`src/rtl/scsi_irq_pkg.sv`:
```
package scsi_irq_pkg;
  localparam int STAT_W   = 8;
  localparam int NUM_REGS = 2;
  // register 0 layout
  localparam int S0_PAR = 0;
  localparam int S0_RST = 1;
  localparam int S0_UDC = 2;
  // register 1 layout
  localparam int S1_HTH = 0;
  localparam int S1_GEN = 1;
  localparam int S1_STO = 2;

  function automatic logic [STAT_W-1:0] valid_bits(input int idx);
    logic [STAT_W-1:0] v;
    v = '0;
    if (idx == 0) begin
      v[S0_PAR] = 1'b1; v[S0_RST] = 1'b1; v[S0_UDC] = 1'b1;
    end else begin
      v[S1_HTH] = 1'b1; v[S1_GEN] = 1'b1; v[S1_STO] = 1'b1;
    end
    return v;
  endfunction
endpackage

```
`src/rtl/scsi_rst_edge.sv`:
```
module scsi_rst_edge (
  input  logic clk,
  input  logic rst_n,
  input  logic lvl_i,
  output logic rise_o
);
  logic prev_q, prev_d;

  always_comb prev_d = lvl_i;

  always_ff @(posedge clk or negedge rst_n) begin
    if (!rst_n) prev_q <= 1'b0;
    else        prev_q <= prev_d;
  end

  assign rise_o = lvl_i & ~prev_q;
endmodule

```
`src/rtl/scsi_parity.sv`:
```
module scsi_parity #(
  parameter int DATA_W = 8
) (
  input  logic [DATA_W-1:0] rx_data_i,
  input  logic              rx_par_i,
  input  logic              rx_valid_i,
  input  logic              chk_en_i,
  input  logic [DATA_W-1:0] tx_data_i,
  output logic              err_o,
  output logic              tx_par_o
);
  // odd parity: total number of ones including the parity bit is odd
  always_comb begin
    err_o    = rx_valid_i & chk_en_i & ~(^{rx_data_i, rx_par_i});
    tx_par_o = ~(^tx_data_i);
  end
endmodule

```
`src/rtl/scsi_rtc_reg.sv`:
```
module scsi_rtc_reg #(
  parameter int              W     = 8,
  parameter logic [W-1:0]    VALID = '1
) (
  input  logic         clk,
  input  logic         rst_n,
  input  logic [W-1:0] set_i,
  input  logic         clr_i,
  output logic [W-1:0] q_o
);
  logic [W-1:0] q_r, q_nxt;

  // a set in the clearing cycle wins over the clear
  always_comb begin
    q_nxt = clr_i ? '0 : q_r;
    q_nxt = (q_nxt | set_i) & VALID;
  end

  always_ff @(posedge clk or negedge rst_n) begin
    if (!rst_n) q_r <= '0;
    else        q_r <= q_nxt;
  end

  assign q_o = q_r;
endmodule

```
`src/rtl/scsi_irq_capture.sv`:
```
module scsi_irq_capture
  import scsi_irq_pkg::*;
(
  input  logic              clk,
  input  logic              rst_n,
  input  logic              bus_rst_i,
  input  logic              rst_ctl_i,
  input  logic              bus_free_i,
  input  logic              disc_expected_i,
  input  logic              low_level_mode_i,
  input  logic              rx_valid_i,
  input  logic [STAT_W-1:0] rx_data_i,
  input  logic              rx_par_i,
  input  logic              par_chk_en_i,
  input  logic [STAT_W-1:0] tx_data_i,
  output logic              tx_par_o,
  input  logic              sel_to_i,
  input  logic              gen_tmr_i,
  input  logic              hth_tmr_i,
  input  logic [STAT_W-1:0] mask0_i,
  input  logic [STAT_W-1:0] mask1_i,
  input  logic              rd_en_i,
  input  logic              rd_sel_i,
  output logic [STAT_W-1:0] rd_data_o,
  output logic [STAT_W-1:0] stat0_o,
  output logic [STAT_W-1:0] stat1_o,
  output logic              irq_o
);
  logic rst_rise, par_err, udc_evt;
  logic [NUM_REGS-1:0][STAT_W-1:0] set_v, q_v, mask_v;
  logic [NUM_REGS-1:0]             clr_v;

  scsi_rst_edge u_rst_edge (
    .clk    (clk),
    .rst_n  (rst_n),
    .lvl_i  (bus_rst_i | rst_ctl_i),
    .rise_o (rst_rise)
  );

  scsi_parity #(.DATA_W(STAT_W)) u_par (
    .rx_data_i  (rx_data_i),
    .rx_par_i   (rx_par_i),
    .rx_valid_i (rx_valid_i),
    .chk_en_i   (par_chk_en_i),
    .tx_data_i  (tx_data_i),
    .err_o      (par_err),
    .tx_par_o   (tx_par_o)
  );

  // disconnect classification by mode; a selection time-out also counts
  always_comb begin
    udc_evt = (bus_free_i & (low_level_mode_i | ~disc_expected_i)) | sel_to_i;
  end

  always_comb begin
    set_v = '0;
    set_v[0][S0_PAR] = par_err;
    set_v[0][S0_RST] = rst_rise;
    set_v[0][S0_UDC] = udc_evt;
    set_v[1][S1_HTH] = hth_tmr_i;
    set_v[1][S1_GEN] = gen_tmr_i;
    set_v[1][S1_STO] = sel_to_i;
    mask_v[0] = mask0_i;
    mask_v[1] = mask1_i;
  end

  for (genvar g = 0; g < NUM_REGS; g++) begin : g_stat
    assign clr_v[g] = rd_en_i & (int'(rd_sel_i) == g);
    scsi_rtc_reg #(.W(STAT_W), .VALID(valid_bits(g))) u_reg (
      .clk   (clk),
      .rst_n (rst_n),
      .set_i (set_v[g]),
      .clr_i (clr_v[g]),
      .q_o   (q_v[g])
    );
  end

  always_comb begin
    irq_o = 1'b0;
    for (int i = 0; i < NUM_REGS; i++) irq_o = irq_o | (|(q_v[i] & mask_v[i]));
  end

  assign rd_data_o = q_v[rd_sel_i];
  assign stat0_o   = q_v[0];
  assign stat1_o   = q_v[1];
endmodule

```
`config.mk`:
```
export PLATFORM = sky130hd
export DESIGN_NAME = scsi_irq_capture
export DESIGN_NICKNAME = d
export VERILOG_FILES = /design/src/rtl/scsi_irq_pkg.sv /design/src/rtl/scsi_rst_edge.sv /design/src/rtl/scsi_parity.sv /design/src/rtl/scsi_rtc_reg.sv /design/src/rtl/scsi_irq_capture.sv
export SDC_FILE = /design/constraint.sdc
export NUM_CORES = 1
export LEC_CHECK = 0
export ABC_AREA = 1
export BUFFER_PORTS_ARGS = -buffer_cell sky130_fd_sc_hd__buf_2
export CORE_ASPECT_RATIO = 1.25
export CORE_UTILIZATION = 25
export CTS_CLUSTER_DIAMETER = 200
export DETAILED_ROUTE_END_ITERATION = 8
export SYNTH_ARGS = -nofsm -noshare
export SYNTH_HDL_FRONTEND = slang
export SYNTH_HIERARCHICAL = 1
export SYNTH_SLANG_ARGS = --single-unit
```
`constraint.sdc`:
```
create_clock -name clk -period 1.71 [get_ports clk]
set_input_delay 0.342 -clock clk [delete_from_list [all_inputs] [get_ports clk]]
set_output_delay 0.342 -clock clk [all_outputs]
set_load 0.005 [all_outputs]
```
==> impl_metrics.env <==
export IMPL_status="complete, no violations"
export IMPL_drc_errors=0
export IMPL_grt_total_usage=0.0958
export IMPL_initial_core_util=0.262
export IMPL_swShare=0.287
export IMPL_cts_setup_buffers=0
export IMPL_vias=871
export IMPL_drive_gt1_frac=0.411
export IMPL_reg2reg_to="g_stat[1].u_reg/q_o[0]$_DFF_PN0_"
export IMPL_reg2reg_depth=2
export IMPL_cp_end_kind="output port"
export IMPL_fp_coreArea_mm2=0.00319
export IMPL_antenna_found_initial=0
export IMPL_r2r_start="g_stat[1].u_reg/q_o[0]$_DFF_PN0_"
export IMPL_place_area_mm2=0.00111
export IMPL_cp_start_kind="flip-flop"
export IMPL_overflow=0
export IMPL_worst_clock_skew_ps=1.47
export IMPL_power_leakage_nw=0.748
export IMPL_clkPwrFrac=0.333
export IMPL_irDropWorstVdd_mv=0.239
export IMPL_hold_violations=0
export IMPL_cts_tree="built"
export IMPL_drv_slew=0
export IMPL_ios=73
export IMPL_slowest_delay_ps=400
export IMPL_syn_avg_cell_area_um2=6.63
export IMPL_netlist_area_um2=836
export IMPL_grt_pass1_vias=694
export IMPL_rsz0062_at_grt="false"
export IMPL_hold_buffers=1
export IMPL_maxCapViolations=0
export IMPL_min_path_cells=3
export IMPL_numClockSinks=7
export IMPL_min_period_over_period=0.838
export IMPL_wl_per_cell_um=7.28
export IMPL_setup_tns_ps=0
export IMPL_final_area_mm2=0.00117
export IMPL_p_int_mw=0.483
export IMPL_final_nets=233
export IMPL_p_seq_frac=0.293
export IMPL_yosysWarnings=6
export IMPL_cpMostUsedCell="nand2_1"
export IMPL_hold_end="g_stat[1].u_reg/q_o[1]$_DFF_PN0_"
export IMPL_hp_class="primary input to flip-flop"
export IMPL_path_clk_slew_ps=40
export IMPL_crit_fanout=4
export IMPL_crit_slowest_cell="dfrtp_1"
export IMPL_die_w_um=53.7
export IMPL_first_pass_iters=3
export IMPL_place_congestion=0.652
export IMPL_postSynthCellCount=126
export IMPL_period_needed_ps=1430
export IMPL_insertion_delay_ps=220
export IMPL_detail_route_antenna_nets=0
export IMPL_numCtsBuffers=3
export IMPL_finalSetupViolCount=0
export IMPL_first_iter_violations=2
export IMPL_path_cells="nand2_1 -> nand2_1 -> inv_1 -> nand2_1 -> nor2_1 -> nand2_1 -> buf_2"
export IMPL_min_from="gen_tmr_i"
export IMPL_rows=23
export IMPL_n_antenna_cell=0
export IMPL_grt_first_pass_wirelength_mm=2.51
export IMPL_path_class="flip-flop to output port"
export IMPL_cts_resized=0
export IMPL_hold_ws_ps=301
export IMPL_max_freq_ghz=0.698
export IMPL_p_per_area_mw_per_mm2=581
export IMPL_avgViaCountPerCell=3.92
export IMPL_p_comb_frac=0.374
export IMPL_htreeDepth=1
export IMPL_port_buffers=57
export IMPL_cts_buffer_depth=2
export IMPL_rrSetupSlack_ps=1040
export IMPL_p_sw_mw=0.194
export IMPL_synthToLayoutAreaGrowth_pct=39.5
export IMPL_fp_dieArea_mm2=0.00358
export IMPL_die_h_um=66.6
export IMPL_critPathRequiredTime_ps=1370
export IMPL_cts_root_buffer="clkbuf_8"
export IMPL_finalWirelength_mm=1.62
export IMPL_grt_max_degree=11
export IMPL_arrival_ps=1090
export IMPL_place_hpwl_mm=1.48
-- cell usage in the layout, fill, tap and decap left out, types with 3 or more instances in the layout --
| master | count |
|---|---|
| buf_2 | 57 |
| nand2_1 | 49 |
| inv_1 | 21 |
| conb_1 | 10 |
| mux2_4 | 8 |
| dfrtp_1 | 7 |
| xnor2_1 | 6 |
| nor2_1 | 5 |
| clkbuf_8 | 3 |
| inv_2 | 3 |
| xor2_1 | 3 |
-- power groups by stage --
stage               clock network, mW  registers, mW  logic [mW]
floorplan                           0          0.198       0.171
global placement                    0          0.201       0.249
detailed placement                  0          0.202       0.251
CTS                             0.230          0.200       0.254
global route                    0.248          0.201       0.295
finish                          0.226          0.199       0.253
-- state kept, by name, summed over array words and instances, names as in the netlist --
register	cells
g_stat.u_reg/q_o	6
u_rst_edge/prev_q	1
-- final cells by class --
class	instances	area, µm²
Timing Repair Buffer	58	295
Fill cell	353	2030
Clock buffer	4	45.0
Sequential cell	7	175
Tap cell	37	46.3
Inverter	24	90.1
Multi-Input combinational cell	92	514
-- metrics by stage --
stage	util	power, mW	instances	setup slack, ps
after floorplan	-	0.369	134	568
after global placement	0.348	0.450	217	309
after detailed placement	0.348	0.453	217	307
after CTS	0.365	0.684	222	260
after global routing	0.365	0.745	222	132
final	0.365	0.678	222	277
-- worst max-delay path, delay by kind of cell (launching register included) --
family,cells,cell delay [ps]
DFF,1,400
buffers and inverters,2,160
and+or+nand+nor,5,310
-- per-layer routing --
metal	vias to the layer above	track usage	wire, µm
met2	57	0.191	805
met4	0	0.0296	15
met3	2	0.0251	220
li1	464	-	-
met5	-	0	0
met1	348	0.0880	574
-- worst max-delay path by stage --
stage	slack, ps	from	end	depth (start not counted)
floorplan	570	tx_data_i[3]	tx_par_o	3
global placement	310	rd_sel_i	rd_data_o[2]	3
detailed placement	310	rd_sel_i	rd_data_o[0]	3
CTS	260	g_stat[1].u_reg/q_o[0]$_DFF_PN0_	irq_o	5
global route	130	g_stat[1].u_reg/q_o[2]$_DFF_PN0_	irq_o	7
finish	280	g_stat[1].u_reg/q_o[2]$_DFF_PN0_	irq_o	7
No activity file was read; power rests on OpenSTA's default activity.
